`src/rtl/rx_bar_pkg.sv`:
```
package rx_bar_pkg;

    localparam int ADDR_W = 64;
    localparam int DW_W   = 32;

    // type field values of interest
    localparam logic [4:0] TYP_MEM    = 5'b00000;
    localparam logic [4:0] TYP_FADD   = 5'b01100;
    localparam logic [4:0] TYP_SWAP   = 5'b01101;
    localparam logic [4:0] TYP_CAS    = 5'b01110;

    typedef struct packed {
        logic              bar_kind;   // packet kind takes part in BAR decode
        logic              is4dw;      // 64-bit address header
        logic [ADDR_W-1:0] addr;
    } hdr_info_t;

endpackage

```
`src/rtl/rx_hdr_parse.sv`:
```
module rx_hdr_parse
    import rx_bar_pkg::*;
#(
    parameter int SLOT_W = 128
) (
    input  logic [SLOT_W-1:0] slot,
    output hdr_info_t         info
);

    logic [DW_W-1:0] dw0, dw2, dw3;
    logic [2:0]      fmt;
    logic [4:0]      typ;
    logic            mem_kind, atom_kind;

    assign dw0 = slot[0*DW_W +: DW_W];
    assign dw2 = slot[2*DW_W +: DW_W];
    assign dw3 = slot[3*DW_W +: DW_W];
    assign fmt = dw0[31:29];
    assign typ = dw0[28:24];

    // memory read / write: fmt 000..011
    assign mem_kind  = (typ == TYP_MEM) && !fmt[2];
    // atomics always carry data: fmt 010 / 011
    assign atom_kind = (fmt[2:1] == 2'b01) &&
                       ((typ == TYP_FADD) || (typ == TYP_SWAP) || (typ == TYP_CAS));

    always_comb begin
        info.bar_kind = mem_kind || atom_kind;
        info.is4dw    = fmt[0];
        info.addr     = fmt[0] ? {dw2, dw3} : {{DW_W{1'b0}}, dw2};
    end

endmodule

```
`src/rtl/rx_bar_match.sv`:
```
module rx_bar_match
    import rx_bar_pkg::*;
#(
    parameter int NUM_BAR = 6,
    parameter int FN_W    = 8,
    parameter int HIT_W   = 8
) (
    input  logic                      qual,
    input  logic [ADDR_W-1:0]         addr,
    input  logic [NUM_BAR*ADDR_W-1:0] cfg_base,
    input  logic [NUM_BAR*ADDR_W-1:0] cfg_mask,
    input  logic [NUM_BAR/2-1:0]      cfg_pair64,
    input  logic [NUM_BAR-1:0]        cfg_en,
    input  logic [NUM_BAR*FN_W-1:0]   cfg_fn,
    input  logic [NUM_BAR-1:0]        cfg_vf,
    output logic [HIT_W-1:0]          hit,
    output logic [FN_W-1:0]           fn,
    output logic                      vf
);

    localparam int HALF = ADDR_W / 2;

    logic [NUM_BAR-1:0] win_match;
    logic               hi_zero;

    assign hi_zero = (addr[ADDR_W-1:HALF] == '0);

    for (genvar gi = 0; gi < NUM_BAR; gi++) begin : g_bar
        logic [ADDR_W-1:0] base_i, mask_i;
        logic              lo_eq;
        assign base_i = cfg_base[gi*ADDR_W +: ADDR_W];
        assign mask_i = cfg_mask[gi*ADDR_W +: ADDR_W];
        assign lo_eq  = ((addr[HALF-1:0] ^ base_i[HALF-1:0]) & mask_i[HALF-1:0]) == '0;

        if (gi % 2 == 0) begin : g_even
            logic hi_eq;
            assign hi_eq = ((addr[ADDR_W-1:HALF] ^ base_i[ADDR_W-1:HALF])
                            & mask_i[ADDR_W-1:HALF]) == '0;
            assign win_match[gi] = cfg_en[gi] && lo_eq &&
                                   (cfg_pair64[gi/2] ? hi_eq : hi_zero);
        end else begin : g_odd
            // upper half of a joined pair carries no window of its own
            assign win_match[gi] = cfg_en[gi] && !cfg_pair64[gi/2] && lo_eq && hi_zero;
        end
    end

    // lowest index wins: scan downwards, last writer is the lowest match
    always_comb begin
        hit = '0;
        fn  = '0;
        vf  = 1'b0;
        if (qual) begin
            for (int i = NUM_BAR - 1; i >= 0; i--) begin
                if (win_match[i]) begin
                    hit    = '0;
                    hit[i] = 1'b1;
                    fn     = cfg_fn[i*FN_W +: FN_W];
                    vf     = cfg_vf[i];
                end
            end
        end
    end

endmodule

```
`src/rtl/rx_bar_decode.sv`:
```
module rx_bar_decode
    import rx_bar_pkg::*;
#(
    parameter int NUM_BAR  = 6,
    parameter int FN_W     = 8,
    parameter int HIT_W    = 8,
    parameter int SLOT_W   = 128,
    parameter int NUM_SLOT = 2
) (
    input  logic                      clk,
    input  logic                      rst_n,
    input  logic                      in_valid,
    input  logic [NUM_SLOT-1:0]       in_sop,
    input  logic [SLOT_W*NUM_SLOT-1:0] in_data,
    input  logic [NUM_BAR*ADDR_W-1:0] cfg_base,
    input  logic [NUM_BAR*ADDR_W-1:0] cfg_mask,
    input  logic [NUM_BAR/2-1:0]      cfg_pair64,
    input  logic [NUM_BAR-1:0]        cfg_en,
    input  logic [NUM_BAR*FN_W-1:0]   cfg_fn,
    input  logic [NUM_BAR-1:0]        cfg_vf,
    output logic                      out_valid,
    output logic [NUM_SLOT-1:0]       out_sop,
    output logic [SLOT_W*NUM_SLOT-1:0] out_data,
    output logic [NUM_SLOT*HIT_W-1:0] bar_hit,
    output logic [NUM_SLOT*FN_W-1:0]  hit_fn,
    output logic [NUM_SLOT-1:0]       hit_vf
);

    localparam int DATA_W = SLOT_W * NUM_SLOT;

    typedef struct packed {
        logic                      valid;
        logic [NUM_SLOT-1:0]       sop;
        logic [DATA_W-1:0]         data;
        logic [NUM_SLOT*HIT_W-1:0] hit;
        logic [NUM_SLOT*FN_W-1:0]  fn;
        logic [NUM_SLOT-1:0]       vf;
    } stage_t;

    stage_t stage_d, stage_q;

    logic [NUM_SLOT*HIT_W-1:0] slot_hit;
    logic [NUM_SLOT*FN_W-1:0]  slot_fn;
    logic [NUM_SLOT-1:0]       slot_vf;

    for (genvar gs = 0; gs < NUM_SLOT; gs++) begin : g_slot
        hdr_info_t info;
        logic      qual;

        rx_hdr_parse #(.SLOT_W(SLOT_W)) u_parse (
            .slot (in_data[gs*SLOT_W +: SLOT_W]),
            .info (info)
        );

        assign qual = in_valid && in_sop[gs] && info.bar_kind;

        rx_bar_match #(
            .NUM_BAR (NUM_BAR),
            .FN_W    (FN_W),
            .HIT_W   (HIT_W)
        ) u_match (
            .qual       (qual),
            .addr       (info.addr),
            .cfg_base   (cfg_base),
            .cfg_mask   (cfg_mask),
            .cfg_pair64 (cfg_pair64),
            .cfg_en     (cfg_en),
            .cfg_fn     (cfg_fn),
            .cfg_vf     (cfg_vf),
            .hit        (slot_hit[gs*HIT_W +: HIT_W]),
            .fn         (slot_fn[gs*FN_W +: FN_W]),
            .vf         (slot_vf[gs])
        );
    end

    always_comb begin
        stage_d       = stage_q;
        stage_d.valid = in_valid;
        stage_d.sop   = in_sop;
        stage_d.data  = in_data;
        stage_d.hit   = slot_hit;
        stage_d.fn    = slot_fn;
        stage_d.vf    = slot_vf;
    end

    always_ff @(posedge clk or negedge rst_n) begin
        if (!rst_n) stage_q <= '0;
        else        stage_q <= stage_d;
    end

    assign out_valid = stage_q.valid;
    assign out_sop   = stage_q.sop;
    assign out_data  = stage_q.data;
    assign bar_hit   = stage_q.hit;
    assign hit_fn    = stage_q.fn;
    assign hit_vf    = stage_q.vf;

endmodule

```
`config.mk`:
```
export PLATFORM = sky130hd
export DESIGN_NAME = rx_bar_decode
export DESIGN_NICKNAME = d
export VERILOG_FILES = /design/src/rtl/rx_bar_pkg.sv /design/src/rtl/rx_hdr_parse.sv /design/src/rtl/rx_bar_match.sv /design/src/rtl/rx_bar_decode.sv
export SDC_FILE = /design/constraint.sdc
export NUM_CORES = 1
export LEC_CHECK = 0
export ABC_AREA = 1
export BUFFER_PORTS_ARGS = -buffer_cell sky130_fd_sc_hd__buf_2
export CORE_AREA = 4 4 540 542
export DETAILED_ROUTE_END_ITERATION = 6
export DIE_AREA = 0 0 544 546
export GPL_TIMING_DRIVEN = 1
export PLACE_DENSITY = 0.3
export SYNTH_ARGS = -nofsm -noshare
export SYNTH_HDL_FRONTEND = slang
export SYNTH_SLANG_ARGS = --single-unit
```
`constraint.sdc`:
```
create_clock -name clk -period 0.8 [get_ports clk]
set_input_delay 0.16 -clock clk [delete_from_list [all_inputs] [get_ports clk]]
set_output_delay 0.16 -clock clk [all_outputs]
set_load 0.01 [all_outputs]
```
# Word level (Yosys, flattened, before mapping)
# Index checks and enable logic that the tools add are counted.
[op_classes] eq_ne=8 muxes=50 bitwise=36 reduce_logical=68
[op_table] cell="$logic_not 32->1" count=20
[op_table] cell="$and 32x32->32" count=18
[op_table] cell="$xor 32x32->32" count=18
[op_table] cell="$mux 64" count=2
[op_table] cell="$mux 8" count=16
[op_table] cell="$mux 6" count=12
[op_table] cell="$logic_and 1x1->1" count=35
[op_table] cell="$eq 5x4->1 const B" count=6
[op_table] cell="$mux 1" count=20
[op_table] cell="$logic_not 5->1" count=2
[op_table] cell="$logic_or 1x1->1" count=6
[op_table] cell="$logic_not 1->1" count=5
[op_table] cell="$eq 2x1->1 const B" count=2
[totals] reg_bits=293 input_bits=1092 wordCells=168

# Logic depth before layout (Yosys ltp)
[logic_depth] word_depth=13 ltp_mapped=21 mapped_depth_nobuf=18

# By module
# Synthesis repeated with hierarchy kept, for this count alone.
[unflattened] cells_unflattened=3471 area_unflattened_um2=22063.7
[modules_own_cells] mod="rx_bar_match" n_inst=2 cells_each=1404 area_per_inst_um2=6533.8 seq_area_each_um2=0.0
[modules_own_cells] mod="rx_bar_decode" n_inst=1 cells_each=299 area_per_inst_um2=7359.6 seq_area_each_um2=7332.0
[modules_own_cells] mod="rx_hdr_parse" n_inst=2 cells_each=182 area_per_inst_um2=818.3 seq_area_each_um2=0.0

# Least setup slack after synthesis
# OpenSTA, ideal clock, no wires.
[synth_path] path_type="input to register" startpoint="in in_data[29]" endpoint="reg stage_q (netlist bit hit_vf[0])" setup_time_ns=0.123 arrival_time_ns=1.776 path_slack_ns=-1.099 stages=20 n_path_buf=4 cell_sequence="buf_6 > buf_6 > buf_6 > nand2_1 > nand2_2 > inv_2 > nand2_1 > nand3_1 > nand2_1 > nor2_1 > nand4_1 > nor2_2 > nand3_2 > nor2_4 > buf_6 > nand2_1 > nand2_1 > inv_1 > nand2_1 > a21oi_1"
[synth_via] elab_chain_len=13
[synth_lines] element="start: declaration" line_no="rx_bar_decode.sv:14" text="input logic [SLOT_W*NUM_SLOT-1:0] in_data,"
[synth_lines] element="$mux 64 (*)" line_no="rx_hdr_parse.sv:30" text="info.addr = fmt[0] ? {dw2, dw3} : {{DW_W{1'b0}}, dw2};"
[synth_lines] element="$xor 32x32->32" line_no="rx_bar_match.sv:33" text="assign lo_eq = ((addr[HALF-1:0] ^ base_i[HALF-1:0]) & mask_i[HALF-1:0]) == '0;"
[synth_lines] element="$and 32x32->32" line_no="rx_bar_match.sv:33"
[synth_lines] element="$logic_not 32->1" line_no="rx_bar_match.sv:33"
[synth_lines] element="$logic_and 1x1->1 (2 in a row)" line_no="rx_bar_match.sv:43" text="assign win_match[gi] = cfg_en[gi] && !cfg_pair64[gi/2] && lo_eq && hi_zero;"
[synth_lines] element="$mux 1 (5 in a row)" line_no="rx_bar_match.sv:54" text="if (win_match[i]) begin"
[synth_lines] element="$mux 1 (*)" line_no="rx_bar_match.sv:54"
[synth_lines] element="$mux 1 (*)" line_no="rx_bar_match.sv:52" text="if (qual) begin"
[synth_lines] element="net g_slot[0].u_match.vf" line_no="rx_bar_match.sv:18" text="output logic vf"
[synth_lines] element="end signal: assignment" line_no="rx_bar_decode.sv:88" text="else stage_q <= stage_d;"
[synth_lines] element="end: declaration" line_no="rx_bar_decode.sv:40" text="stage_t stage_d, stage_q;"
# Mark *: on every way through the listed nets, which the timed path passes. The rest lies on a longest branch.

# Worst setup path after layout
[layout_path] startpoint="in in_data[29]" endpoint="reg stage_q (netlist bit hit_fn[4])"
[layout_via] elab_chain_len=13
[layout_lines] element="$mux 64 (*)" line_no="rx_hdr_parse.sv:30"
[layout_lines] element="$xor 32x32->32" line_no="rx_bar_match.sv:33"
[layout_lines] element="$and 32x32->32" line_no="rx_bar_match.sv:33"
[layout_lines] element="$logic_not 32->1" line_no="rx_bar_match.sv:33"
[layout_lines] element="$logic_and 1x1->1 (2 in a row)" line_no="rx_bar_match.sv:43"
[layout_lines] element="$mux 8 (5 in a row)" line_no="rx_bar_match.sv:54"
[layout_lines] element="$mux 8 (*)" line_no="rx_bar_match.sv:54"
[layout_lines] element="$mux 8 (*)" line_no="rx_bar_match.sv:52"
[layout_lines] element="net g_slot[0].u_match.fn[4]" line_no="rx_bar_match.sv:17" text="output logic [FN_W-1:0] fn,"
# Marked as above.

==> summary.txt <==
Run status
  • Status: finished, violations left
  • Failing checks: setup timing

Final layout
  • Layout cells sized above 1: between 40% and 50%
  • Storage element area: about 0.0073 mm²
  • Area Overhead vs Synth: 130.1%
  • Fillcell total: roughly 33,000
  • Final #Nets: around 7,000
  • Multi-input gate area: between 0.01 and 0.015 mm²
  • Post-route cell area: 0.04942 mm²

Worst setup path
  • CP Data Arrival Time: about 2800 ps
  • Req. time, crit path: 1350 ps
  • Max FO, Critical Path: 8
  • Worst setup SP type: input port
  • Setup crit end kind: flip-flop
  • WS Path Type: in2reg

CTS
  • Clock Pin Slew Worst Setup and Hold Paths: around 60 ps
  • TritonCTS Buffers: 43
  • Sink Count: just under 300
  • TritonCTS clock tree: yes
  • Root Driver: clkbuf_16
  • H-Tree Depth: 2
  • Max Buffers Root-to-Sink: 3

Synthesis
  • Most common cell in the netlist: nand2_1
  • Post-synth top area cell: dfrtp_1
  • Yosys cell types: 35
  • Yosys warnings: 0
  • Synth top cells by count: 1,600 x nand2_1, 671 x nand3_1, 483 x inv_1
  • Sequential share of the synthesized area: 33.67%
  • Ys async rst share: 100.0%
  • Top cell type's share of synthesized area: between 30% and 40%
  • Avg Cell Area, Syn: 5.913 µm²
  • Cell Area, Synth: 0.02148 mm²
  • Post-synth EDFFs: 0
  • Synth area leaders: dfrtp_1 34%, nand2_1 28%, nand3_1 16%
  • Post-Syn Instances: 3,633
  • #FFs+latches synth: about 290
  • Synth Flop Type: dfrtp_1

Timing
  • Setup TNS: -185,700 ps
  • Worst Slack Setup Final: -1482 ps
  • Slew @ Worst Pin: between 500 and 600 ps
  • Final max-slew violation count: 0
  • Final min period: 2282 ps
  • Tcrit/Tclk final: 285.3%
  • Final Setup Violations: 319
  • Maximum clock frequency: 438.2 MHz
  • RSZ-0062 raised after global routing: yes
  • Max transition margin: between 60% and 70%
  • Final hold viol count: 0

Global route
  • First-pass GRT wire length: 356,300 µm
  • Gr ovfl total: 0
  • GRT Resource Usage Total: between 10% and 20%
  • Largest net degree at the start of global routing: approximately 40
  • Initial antenna violation count: about 270
  • Vias in the first global route: between 30,000 and 40,000

Floorplanning
  • Die width: 544 µm
  • Height of the die: around 550 µm
  • Ports: between 1,000 and 1,500
  • Initial Util: under 10%
  • Die area: around 0.30 mm²
  • FP Rows: 197
  • Core footprint: 0.2869 mm²

Detailed routing
  • Initial drt markers: approximately 2,500
  • DR pass1 iterations: 6
  • DR vias/cell: 3.542
  • Routed WL per cell: roughly 29 µm
  • Antenna-violating nets left: 0
  • Via count: between 30,000 and 40,000
  • Final WL: around 290,000 µm
  • # DRC: 0

Placed design
  • Routability cong.: between 0.9 and 1
  • Port Buf Inserts: around 1,200
  • Hpwl dp: about 250,000 µm
  • Placed Instance Area: 0.03908 mm²

Pwr
  • Maximum vdd drop: approximately 1.3 mV
  • Pleak: 25.07 nW
  • Power density over the cells: 1213 mW/mm²

Hold path
  • WHS Endpoint: hit_fn[13]$_DFF_PN0_
  • Worst Hold Depth: 7
  • Hold Path Origin: cfg_fn[21]
  • Hold WC Path Type: in2reg

Job
  • Max-Cap Viols: 0
[where the power goes]
group	leakage [nW]	switching [mW]	internal, mW
Sequential	3.42	0.390	15.3
Combinational	21.0	14.3	10.4
Clock	0.687	8.03	11.4
Total	25.1	22.8	37.2
[sequential cells by signal, summed over array words and instances, names as in the netlist]
| register | count |
|---|---|
| hit_fn | 16 |
| bar_hit | 12 |
| out_valid | 1 |
| out_sop | 2 |
| out_data | 256 |
| hit_vf | 2 |
[per-stage QoR]
stage / utilization (%) / hold slack (ps) / std cells / setup WS [ps] / total power [mW]
3_5_place_dp: 13.62 / 253.5 / 9311 / -2856 / 36.80
2_1_floorplan: - / -135.6 / 3636 / -1095 / 21.64
3_3_place_gp: 13.62 / 255.3 / 9311 / -3063 / 36.84
5_1_grt: 17.18 / 15.62 / 9853 / -1511 / 63.13
4_1_cts: 16.69 / 5.232 / 9749 / -1394 / 60.88
6_report: 17.23 / 45.58 / 9904 / -1482 / 59.94
[layer usage]
metal	wire length, µm	global-route usage, %	vias up
met5	1081	0	-
met4	10160	5.356	162
met3	25580	6.391	502
met2	136100	31.75	1622
met1	113600	21.46	16586
li1	-	-	16204
[logic make-up after synthesis]
kind of cell           share of synthesized area [%]
AND/OR/NAND/NOR                                52.66
buffers and inverters                          11.01
flip-flops                                     33.67
AO/OA/AOI/OAI                                  2.650
other                                        0.01746
[placed cells by master, fill, tap and decap left out, types with 135 or more instances in the layout]
master | synthesis | routed
dlygate4sd3_1 | 0 | 293
nand2_1 | 1600 | 1409
nand3_1 | 671 | 550
inv_1 | 483 | 442
buf_2 | 13 | 1001
buf_4 | 13 | 602
buf_12 | 0 | 137
dfrtp_1 | 289 | 273
buf_6 | 16 | 247
nor2_1 | 226 | 150
diode_2 | 0 | 135
nand2_2 | 55 | 153
[worst max path at each step]
stage            startpoint              endpoint  slack, ps  cells past startpoint
6_report        in_data[29]   hit_fn[4]$_DFF_PN0_      -1480                     22
5_1_grt         in_data[29]   hit_vf[0]$_DFF_PN0_      -1510                     22
3_3_place_gp   in_data[157]  hit_fn[14]$_DFF_PN0_      -3060                     17
2_1_floorplan   in_data[29]   hit_vf[0]$_DFF_PN0_      -1090                     20
3_5_place_dp   in_data[157]  hit_fn[12]$_DFF_PN0_      -2860                     16
4_1_cts        in_data[157]  hit_fn[15]$_DFF_PN0_      -1390                     19
[final cells by class]
cell class,count,area share (%)
Clock inverter,14,0.3570
Tap cell,3781,9.572
Multi-Input combinational cell,2767,29.43
Antenna cell,135,0.6836
Clock buffer,62,2.504
Sequential cell,289,14.67
Timing Repair Buffer,2321,38.39
Inverter,535,4.395
[critical path, stage by stage]
cell and delay (ps):
buf_16 140, buf_16 200, buf_6 130, buf_6 130, nand2_8 90, nand2_4 70
nor2_4 110, nand3_4 100, nor2_4 140, buf_12 130, nand3b_1 230, nor2_1 160
nand2_1 100, nor2_4 110, buf_12 140, buf_12 120, nand3_2 80, nand2_2 80
nand2_1 50, nand2_1 60, nand2_2 70, a21oi_2 140
[timing repair]
item | CTS | global route
cloned | 21 | 3
pin swaps | 97 | 91
hold buffers | 294 | 0
buffers inserted | 57 | 22
endpoints found under the setup margin | 319 | 320
hold endpoints to repair | 565 | 0
resized for setup | 904 | 248
(Power assumes the default switching activity.)
